--- config.mk ---
export PLATFORM = sky130hd
export DESIGN_NAME = tmr16_unit
export DESIGN_NICKNAME = d
export VERILOG_FILES = /design/src/rtl/tmr16_pkg.sv /design/src/rtl/tmr16_presc.sv /design/src/rtl/tmr16_core.sv /design/src/rtl/tmr16_unit.sv
export SDC_FILE = /design/constraint.sdc
export NUM_CORES = 1
export LEC_CHECK = 0
export BUFFER_PORTS_ARGS = -buffer_cell sky130_fd_sc_hd__buf_2
export CAP_MARGIN = 5
export CORE_ASPECT_RATIO = 0.5
export CORE_UTILIZATION = 68
export DETAILED_ROUTE_END_ITERATION = 7
export GPL_TIMING_DRIVEN = 0
export PLACE_DENSITY = 0.86
export SLEW_MARGIN = 30
export SYNTH_ARGS = -nofsm -noshare
export SYNTH_HDL_FRONTEND = slang
export SYNTH_SLANG_ARGS = --single-unit
export TNS_END_PERCENT = 50
--- constraint.sdc ---
create_clock -name clk -period 4.85 [get_ports clk]
set_input_delay 0.7275 -clock clk [delete_from_list [all_inputs] [get_ports clk]]
set_output_delay 0.7275 -clock clk [all_outputs]
set_load 0.01 [all_outputs]
--- src/rtl/tmr16_pkg.sv ---
package tmr16_pkg;
    localparam int CNT_W  = 16;
    localparam int BYTE_W = 8;
    localparam int CS_W   = 3;
    localparam int MODE_W = 4;

    localparam logic [3:0] OFS_CTLA   = 4'd0;
    localparam logic [3:0] OFS_CTLB   = 4'd1;
    localparam logic [3:0] OFS_CTLC   = 4'd2;
    localparam logic [3:0] OFS_CNT_LO = 4'd4;
    localparam logic [3:0] OFS_CNT_HI = 4'd5;
    localparam logic [3:0] OFS_CAP_LO = 4'd6;
    localparam logic [3:0] OFS_CAP_HI = 4'd7;
    localparam logic [3:0] OFS_CMA_LO = 4'd8;
    localparam logic [3:0] OFS_CMA_HI = 4'd9;
    localparam logic [3:0] OFS_CMB_LO = 4'd10;
    localparam logic [3:0] OFS_CMB_HI = 4'd11;
    localparam logic [3:0] OFS_CMC_LO = 4'd12;
    localparam logic [3:0] OFS_CMC_HI = 4'd13;

    localparam int FB_OVF  = 0;
    localparam int FB_CMPA = 1;
    localparam int FB_CMPB = 2;
    localparam int FB_CMPC = 3;
    localparam int FB_CAP  = 5;
    localparam logic [BYTE_W-1:0] FLAG_USED = 8'h2F;

    localparam logic [MODE_W-1:0] MODE_CLR_A   = 4'd4;
    localparam logic [MODE_W-1:0] MODE_CLR_CAP = 4'd12;

    typedef enum logic [1:0] {
        ST_IDLE,
        ST_NORMAL,
        ST_CLR_A,
        ST_CLR_CAP
    } tmr_state_e;

    typedef struct packed {
        logic ovf;
        logic cmpa;
        logic cmpb;
        logic cmpc;
        logic cap;
    } tmr_ev_t;
endpackage

--- src/rtl/tmr16_presc.sv ---
module tmr16_presc
    import tmr16_pkg::*;
#(
    parameter int DIV_W = 10
) (
    input  logic            clk,
    input  logic            rst_n,
    input  logic [CS_W-1:0] clk_sel,
    input  logic            restart,
    output logic            tick,
    output logic            running
);
    logic [DIV_W-1:0] presc_q;
    logic [DIV_W-1:0] limit;

    always_comb begin
        running = 1'b1;
        limit   = '0;
        unique case (clk_sel)
            3'd1:    limit = DIV_W'(0);
            3'd2:    limit = DIV_W'(7);
            3'd3:    limit = DIV_W'(63);
            3'd4:    limit = DIV_W'(255);
            3'd5:    limit = DIV_W'(1023);
            default: running = 1'b0;
        endcase
    end

    assign tick = running && (presc_q == limit) && !restart;

    always_ff @(posedge clk or negedge rst_n) begin
        if (!rst_n)
            presc_q <= '0;
        else if (restart || !running || tick)
            presc_q <= '0;
        else
            presc_q <= presc_q + 1'b1;
    end

    p_presc_restart_r2: assert property (@(posedge clk) disable iff (!rst_n)
        restart |=> (presc_q == '0));
    p_stopped_no_tick_r2: assert property (@(posedge clk) disable iff (!rst_n)
        (clk_sel == 3'd0 || clk_sel == 3'd6 || clk_sel == 3'd7) |-> !tick);
endmodule

--- src/rtl/tmr16_core.sv ---
module tmr16_core
    import tmr16_pkg::*;
(
    input  logic              clk,
    input  logic              rst_n,
    input  logic              tick,
    input  logic              running,
    input  logic [MODE_W-1:0] mode,
    input  logic              load_en,
    input  logic [CNT_W-1:0]  load_val,
    input  logic [CNT_W-1:0]  top_a,
    input  logic [CNT_W-1:0]  top_cap,
    input  logic [CNT_W-1:0]  cmp_b,
    input  logic [CNT_W-1:0]  cmp_c,
    output logic [CNT_W-1:0]  cnt_q,
    output tmr_ev_t           ev
);
    tmr_state_e       state_q, state_d;
    logic [CNT_W-1:0] cnt_d;
    logic             step;

    always_comb begin
        if (!running)
            state_d = ST_IDLE;
        else if (mode == MODE_CLR_A)
            state_d = ST_CLR_A;
        else if (mode == MODE_CLR_CAP)
            state_d = ST_CLR_CAP;
        else
            state_d = ST_NORMAL;
    end

    always_ff @(posedge clk or negedge rst_n) begin
        if (!rst_n) begin
            state_q <= ST_IDLE;
            cnt_q   <= '0;
        end else begin
            state_q <= state_d;
            cnt_q   <= cnt_d;
        end
    end

    assign step = tick && !load_en && (state_q != ST_IDLE);

    always_comb begin
        cnt_d = cnt_q;
        ev    = '0;
        if (load_en) begin
            cnt_d = load_val;
        end else if (tick) begin
            unique case (state_q)
                ST_IDLE: cnt_d = cnt_q;
                ST_NORMAL: begin
                    cnt_d  = cnt_q + 1'b1;
                    ev.ovf = (cnt_q == '1);
                end
                ST_CLR_A: begin
                    cnt_d  = (cnt_q == top_a) ? '0 : cnt_q + 1'b1;
                    ev.ovf = (cnt_q == '1) && (cnt_q != top_a);
                end
                ST_CLR_CAP: begin
                    cnt_d  = (cnt_q == top_cap) ? '0 : cnt_q + 1'b1;
                    ev.ovf = (cnt_q == '1) && (cnt_q != top_cap);
                    ev.cap = (cnt_q == top_cap);
                end
            endcase
        end
        if (step) begin
            ev.cmpa = (cnt_q == top_a);
            ev.cmpb = (cnt_q == cmp_b);
            ev.cmpc = (cnt_q == cmp_c);
        end
    end

    p_hold_r2: assert property (@(posedge clk) disable iff (!rst_n)
        (!tick && !load_en) |=> $stable(cnt_q));
    p_wrap_r5: assert property (@(posedge clk) disable iff (!rst_n)
        (state_q == ST_NORMAL && tick && !load_en && cnt_q == '1) |=> (cnt_q == '0));
    p_clr_a_r7: assert property (@(posedge clk) disable iff (!rst_n)
        (state_q == ST_CLR_A && tick && !load_en && cnt_q == top_a) |=> (cnt_q == '0));
    p_clr_cap_r8: assert property (@(posedge clk) disable iff (!rst_n)
        (state_q == ST_CLR_CAP && tick && !load_en && cnt_q == top_cap) |=> (cnt_q == '0));
endmodule

--- src/rtl/tmr16_unit.sv ---
module tmr16_unit
    import tmr16_pkg::*;
#(
    parameter int DIV_W = 10
) (
    input  logic        clk,
    input  logic        rst_n,
    input  logic        bus_sel_main,
    input  logic        bus_sel_mask,
    input  logic        bus_sel_flag,
    input  logic        bus_wr,
    input  logic        bus_rd,
    input  logic [3:0]  bus_addr,
    input  logic [7:0]  bus_wdata,
    output logic [7:0]  bus_rdata,
    output logic        irq_capture,
    output logic        irq_cmp_a,
    output logic        irq_cmp_b,
    output logic        irq_cmp_c,
    output logic        irq_overflow
);
    logic [BYTE_W-1:0] ctla_q, ctlb_q, ctlc_q, tmp_q, mask_q, flags_q, flags_set;
    logic [CNT_W-1:0]  icr_q, ocra_q, ocrb_q, ocrc_q, cnt_q;
    logic              main_wr, main_rd, cnt_load, restart, tick, running;
    tmr_ev_t           ev;

    assign main_wr  = bus_sel_main && bus_wr;
    assign main_rd  = bus_sel_main && bus_rd;
    assign cnt_load = main_wr && (bus_addr == OFS_CNT_LO);
    assign restart  = main_wr && (bus_addr == OFS_CTLB);

    tmr16_presc #(.DIV_W(DIV_W)) presc_i (
        .clk(clk), .rst_n(rst_n), .clk_sel(ctlb_q[CS_W-1:0]),
        .restart(restart), .tick(tick), .running(running)
    );

    tmr16_core core_i (
        .clk(clk), .rst_n(rst_n), .tick(tick), .running(running),
        .mode({ctlb_q[4:3], ctla_q[1:0]}), .load_en(cnt_load),
        .load_val({tmp_q, bus_wdata}), .top_a(ocra_q), .top_cap(icr_q),
        .cmp_b(ocrb_q), .cmp_c(ocrc_q), .cnt_q(cnt_q), .ev(ev)
    );

    always_comb begin
        flags_set          = '0;
        flags_set[FB_OVF]  = ev.ovf;
        flags_set[FB_CMPA] = ev.cmpa;
        flags_set[FB_CMPB] = ev.cmpb;
        flags_set[FB_CMPC] = ev.cmpc;
        flags_set[FB_CAP]  = ev.cap;
    end

    always_ff @(posedge clk or negedge rst_n) begin
        if (!rst_n) begin
            ctla_q <= '0; ctlb_q <= '0; ctlc_q <= '0; tmp_q <= '0;
            mask_q <= '0; flags_q <= '0;
            icr_q <= '0; ocra_q <= '0; ocrb_q <= '0; ocrc_q <= '0;
        end else begin
            flags_q <= ((bus_sel_flag && bus_wr) ? (flags_q & ~bus_wdata) : flags_q)
                       | (flags_set & FLAG_USED);
            if (bus_sel_mask && bus_wr)
                mask_q <= bus_wdata;
            if (main_rd && bus_addr == OFS_CNT_LO)
                tmp_q <= cnt_q[15:8];
            if (main_rd && bus_addr == OFS_CAP_LO)
                tmp_q <= icr_q[15:8];
            if (main_wr) begin
                case (bus_addr)
                    OFS_CTLA:   ctla_q <= bus_wdata;
                    OFS_CTLB:   ctlb_q <= bus_wdata;
                    OFS_CTLC:   ctlc_q <= bus_wdata;
                    OFS_CNT_HI: tmp_q  <= bus_wdata;
                    OFS_CAP_HI: tmp_q  <= bus_wdata;
                    OFS_CAP_LO: icr_q  <= {tmp_q, bus_wdata};
                    OFS_CMA_LO: ocra_q[7:0]  <= bus_wdata;
                    OFS_CMA_HI: ocra_q[15:8] <= bus_wdata;
                    OFS_CMB_LO: ocrb_q[7:0]  <= bus_wdata;
                    OFS_CMB_HI: ocrb_q[15:8] <= bus_wdata;
                    OFS_CMC_LO: ocrc_q[7:0]  <= bus_wdata;
                    OFS_CMC_HI: ocrc_q[15:8] <= bus_wdata;
                    default: ;
                endcase
            end
        end
    end

    always_comb begin
        bus_rdata = '0;
        if (bus_sel_mask)
            bus_rdata = mask_q;
        else if (bus_sel_flag)
            bus_rdata = flags_q;
        else if (bus_sel_main) begin
            case (bus_addr)
                OFS_CTLA:   bus_rdata = ctla_q;
                OFS_CTLB:   bus_rdata = ctlb_q;
                OFS_CTLC:   bus_rdata = ctlc_q;
                OFS_CNT_LO: bus_rdata = cnt_q[7:0];
                OFS_CNT_HI: bus_rdata = tmp_q;
                OFS_CAP_LO: bus_rdata = icr_q[7:0];
                OFS_CAP_HI: bus_rdata = tmp_q;
                OFS_CMA_LO: bus_rdata = ocra_q[7:0];
                OFS_CMA_HI: bus_rdata = ocra_q[15:8];
                OFS_CMB_LO: bus_rdata = ocrb_q[7:0];
                OFS_CMB_HI: bus_rdata = ocrb_q[15:8];
                OFS_CMC_LO: bus_rdata = ocrc_q[7:0];
                OFS_CMC_HI: bus_rdata = ocrc_q[15:8];
                default:    bus_rdata = '0;
            endcase
        end
    end

    assign irq_overflow = flags_q[FB_OVF]  & mask_q[FB_OVF];
    assign irq_cmp_a    = flags_q[FB_CMPA] & mask_q[FB_CMPA];
    assign irq_cmp_b    = flags_q[FB_CMPB] & mask_q[FB_CMPB];
    assign irq_cmp_c    = flags_q[FB_CMPC] & mask_q[FB_CMPC];
    assign irq_capture  = flags_q[FB_CAP]  & mask_q[FB_CAP];

    p_flag_clear_r11: assert property (@(posedge clk) disable iff (!rst_n)
        (bus_sel_flag && bus_wr && bus_wdata[FB_OVF] && !ev.ovf) |=> !flags_q[FB_OVF]);
    p_flag_sticky_r10: assert property (@(posedge clk) disable iff (!rst_n)
        (flags_q[FB_CMPB] && !(bus_sel_flag && bus_wr)) |=> flags_q[FB_CMPB]);
    p_tmp_snap_r4: assert property (@(posedge clk) disable iff (!rst_n)
        (main_rd && bus_addr == OFS_CNT_LO) |=> (tmp_q == $past(cnt_q[15:8])));
    p_hi_write_r3: assert property (@(posedge clk) disable iff (!rst_n)
        (main_wr && bus_addr == OFS_CNT_HI) |=> $stable(cnt_q) || $past(tick));
endmodule

==> results.py <==
metrics = {
    "run_status": {
        "violations": "DRC",
        "status": "complete, but fails checks",
    },
    "synth": {
        "synth_ff_type": "dfrtp_1",
        "synthDistinctLibCells": 67,
        "synth-seq-cells": 140,
        "synth-edff-count": 0,
        "synth_area_mm2": 0.00845,
        "syn_nets": 869,
        "synth.top_cell.area_share": 0.415,
        "avgSynthCellArea_um2": 9.97,
        "synthCells": 847,
        "synth_top_cell_by_area": "dfrtp_1",
        "async_reset_ff_frac": 1.00,
        "ys_seq_area_frac": 0.415,
        "synth_warnings": 0,
        "yosys-top-cells-area": "dfrtp_1 41%, mux2_2 14%, xnor2_1 4.6%, nor2_1 2.7%, nand2_1 2.2%",
    },
    "clocking": {
        "insertion_delay_ns": 0.44,
        "clock_sinks": 140,
        "cts-htree-levels": 4,
        "ctsHoldBuffers": 0,
        "numCtsBuffers": 17,
        "cts_tree": "built",
        "cts_root_buf": "clkbuf_16",
        "post_cts_resized": 0,
        "cts_max_path_buffers": 2,
        "clk_pin_slew_ns": 0.07,
        "post_cts_buffers": 0,
    },
    "timing": {
        "finalSetupViolations": 0,
        "max_freq_ghz": 0.211,
        "period_share": 0.976,
        "fin_crit_ns": 4.74,
        "hold_violations": 0,
        "tightest_slew_ns": 1.02,
        "setup_ws_ns": 0.114,
        "finalClockSkew_ns": 0.0161,
        "rsz0062_at_grt": "no",
        "slew_headroom": 0.301,
        "setup_tns_ns": 0,
        "drv_slew": 0,
    },
    "grt": {
        "grt_usage": 0.496,
        "grt_pass1_wl_um": 45900,
        "antenna_found_initial": 1,
        "grt_max_degree": 75,
        "grt_pass1_vias": 7482,
        "overflow": 0,
    },
    "power": {
        "comb_power_share": 0.358,
        "pwr-share-seq": 0.367,
        "power_switching_mw": 1.91,
        "p_leak_nw": 4.03,
        "ir_drop_mv": 0.382,
        "p_sw_frac": 0.399,
        "clockPowerShare": 0.274,
        "intPower_mw": 2.88,
        "p_per_area_mw_per_mm2": 508,
    },
    "floorplanning": {
        "die_width_um": 160,
        "dieArea_mm2": 0.0129,
        "start_util": 0.707,
        "coreArea_mm2": 0.0119,
        "num_io_pins": 32,
        "die_h_um": 80.8,
        "rows": 28,
    },
    "worst_setup_path": {
        "worstPathArrival_ns": 4.01,
        "cp-end-kind": "output port",
        "startpoint_type": "input pin",
        "worst-r2r-setup-slack_ns": 1.54,
        "critPathKind": "input pin to output port",
        "r2r_cells": 9,
        "r2r-end": "core_i.cnt_q[2]",
        "crit_path_top_delay_cell": "a2111oi_0",
        "regToRegStartpoint": "ctlb_q[1]",
        "crit_fanout": 10,
        "crit_chain": "buf_2, clkbuf_1, buf_1, clkbuf_1, nor2_1, a2111oi_0, a2bb2oi_1, o21ai_0, buf_2",
        "max_stage_delay_ns": 0.90,
        "cp.required_ns": 4.12,
    },
    "finish": {
        "layout-drive-gt1-share": 0.217,
        "filler_cell_count": 740,
        "area_growth_pct": 11.8,
        "final_cell_mix": "140 x dfrtp_1, 107 x mux2_2, 60 x nor2_1",
        "n_antenna_cell": 0,
        "final_common_cell": "dfrtp_1",
        "nets": 918,
    },
    "routing": {
        "drtPass1Iterations": 8,
        "drcViolationCount": 1,
        "vias_per_cell": 7.42,
        "drt-total-wl_um": 31100,
        "drtIter0Drc": 1581,
        "vias": 7972,
        "ant_nets": 0,
        "wl_per_cell_um": 28.9,
    },
    "placement": {
        "gp_congestion": 1.11,
        "dp_slack_ns": 0.381,
        "io_buffer_count": 29,
        "hpwlAfterDp_um": 22100,
    },
    "job": {
        "maxCapViolations": 0,
    },
    "hold_path": {
        "min-delay-path-class": "input pin to asynchronous set/reset pin",
    },
}
==> worst max-delay path: cells and delay by family <==
family          cells  cell delay [ns]
buf+inv             5             1.99
compound gates      3             1.17
simple gates        1             0.12
==> logic make-up after synthesis <==
family	count (synthesis)	share of synthesized area
XOR/XNOR	62	0.0643
buffers and inverters	88	0.0464
multiplexers	123	0.162
AO/OA/AOI/OAI	167	0.143
AND/OR/NAND/NOR	264	0.165
flip-flops	140	0.415
adder cells (fa/ha/maj)	3	0.00444
==> power groups by stage <==
stage          combinational [mW]  clock, mW  sequential, mW
2_1_floorplan                1.17          0            1.60
3_3_place_gp                 1.55          0            1.72
3_5_place_dp                 1.60          0            1.74
4_1_cts                      1.63       1.30            1.72
5_1_grt                      1.80       1.35            1.76
6_report                     1.72       1.32            1.76
==> cell usage after synthesis (14+ instances only) <==
library cell	count
dfrtp_1	140
mux2_2	107
nor2_1	60
nand2_1	49
xnor2_1	44
clkbuf_1	40
nand3_1	31
inv_1	27
o21ai_0	24
a22oi_1	21
a21oi_1	18
xor2_1	18
nor3_1	17
mux2i_1	16
a31oi_1	15
and2_1	15
nand2b_1	15
a221oi_1	14
and3_1	14
nand4_1	14
nor2b_1	14
==> per-stage QoR <==
| step | area, um^2 | total power, mW | utilization | hold WS (ns) | cells |
|---|---|---|---|---|---|
| after detailed placement | 8860 | 3.34 | 0.741 | 0.481 | 1042 |
| after CTS | 9440 | 4.65 | 0.790 | 0.296 | 1074 |
| after global placement | 8800 | 3.27 | 0.736 | 0.462 | 1041 |
| after global routing | 9440 | 4.91 | 0.790 | 0.312 | 1074 |
| final | 9440 | 4.79 | 0.790 | 0.264 | 1074 |
| after floorplan | 8450 | 2.76 | - | 0.432 | 847 |
==> worst max-delay path by stage <==
stage | startpoint | to | slack [ns] | cells after the start
finish | bus_addr[2] | bus_rdata[5] | 0.11 | 9
detailed placement | bus_addr[2] | bus_rdata[5] | 0.38 | 9
global placement | bus_addr[2] | bus_rdata[5] | 0.33 | 9
floorplan | bus_addr[1] | bus_rdata[7] | 1.72 | 7
CTS | bus_addr[2] | bus_rdata[5] | 0.35 | 9
global route | bus_addr[2] | bus_rdata[5] | 0.10 | 9
==> per-layer routing <==
layer / wire, um / global-route usage / vias to the layer above
met1: 11400 / 0.637 / 3788
met2: 12300 / 0.712 / 781
met3: 5620 / 0.228 / 205
met4: 1730 / 0.247 / 2
met5: 13 / 0 / -
li1: - / - / 3196
==> sequential cells by signal, indices dropped and copies added (netlist names), 10 cells and up <==
signal           flops
core_i.cnt_q        16
icr_q               16
ocra_q              16
ocrb_q              16
ocrc_q              16
presc_i.presc_q     10
==> layout make-up <==
class,instances,area [um^2],area share
Multi-Input combinational cell,619,4580,0.485
Sequential cell,140,3500,0.371
Clock buffer,22,464,0.0492
Buffer,61,290,0.0307
Tap cell,165,206,0.0219
Timing Repair Buffer,30,183,0.0194
Clock inverter,10,114,0.0121
Inverter,27,101,0.0107
Note: power is estimated with default switching activity, not from simulation.
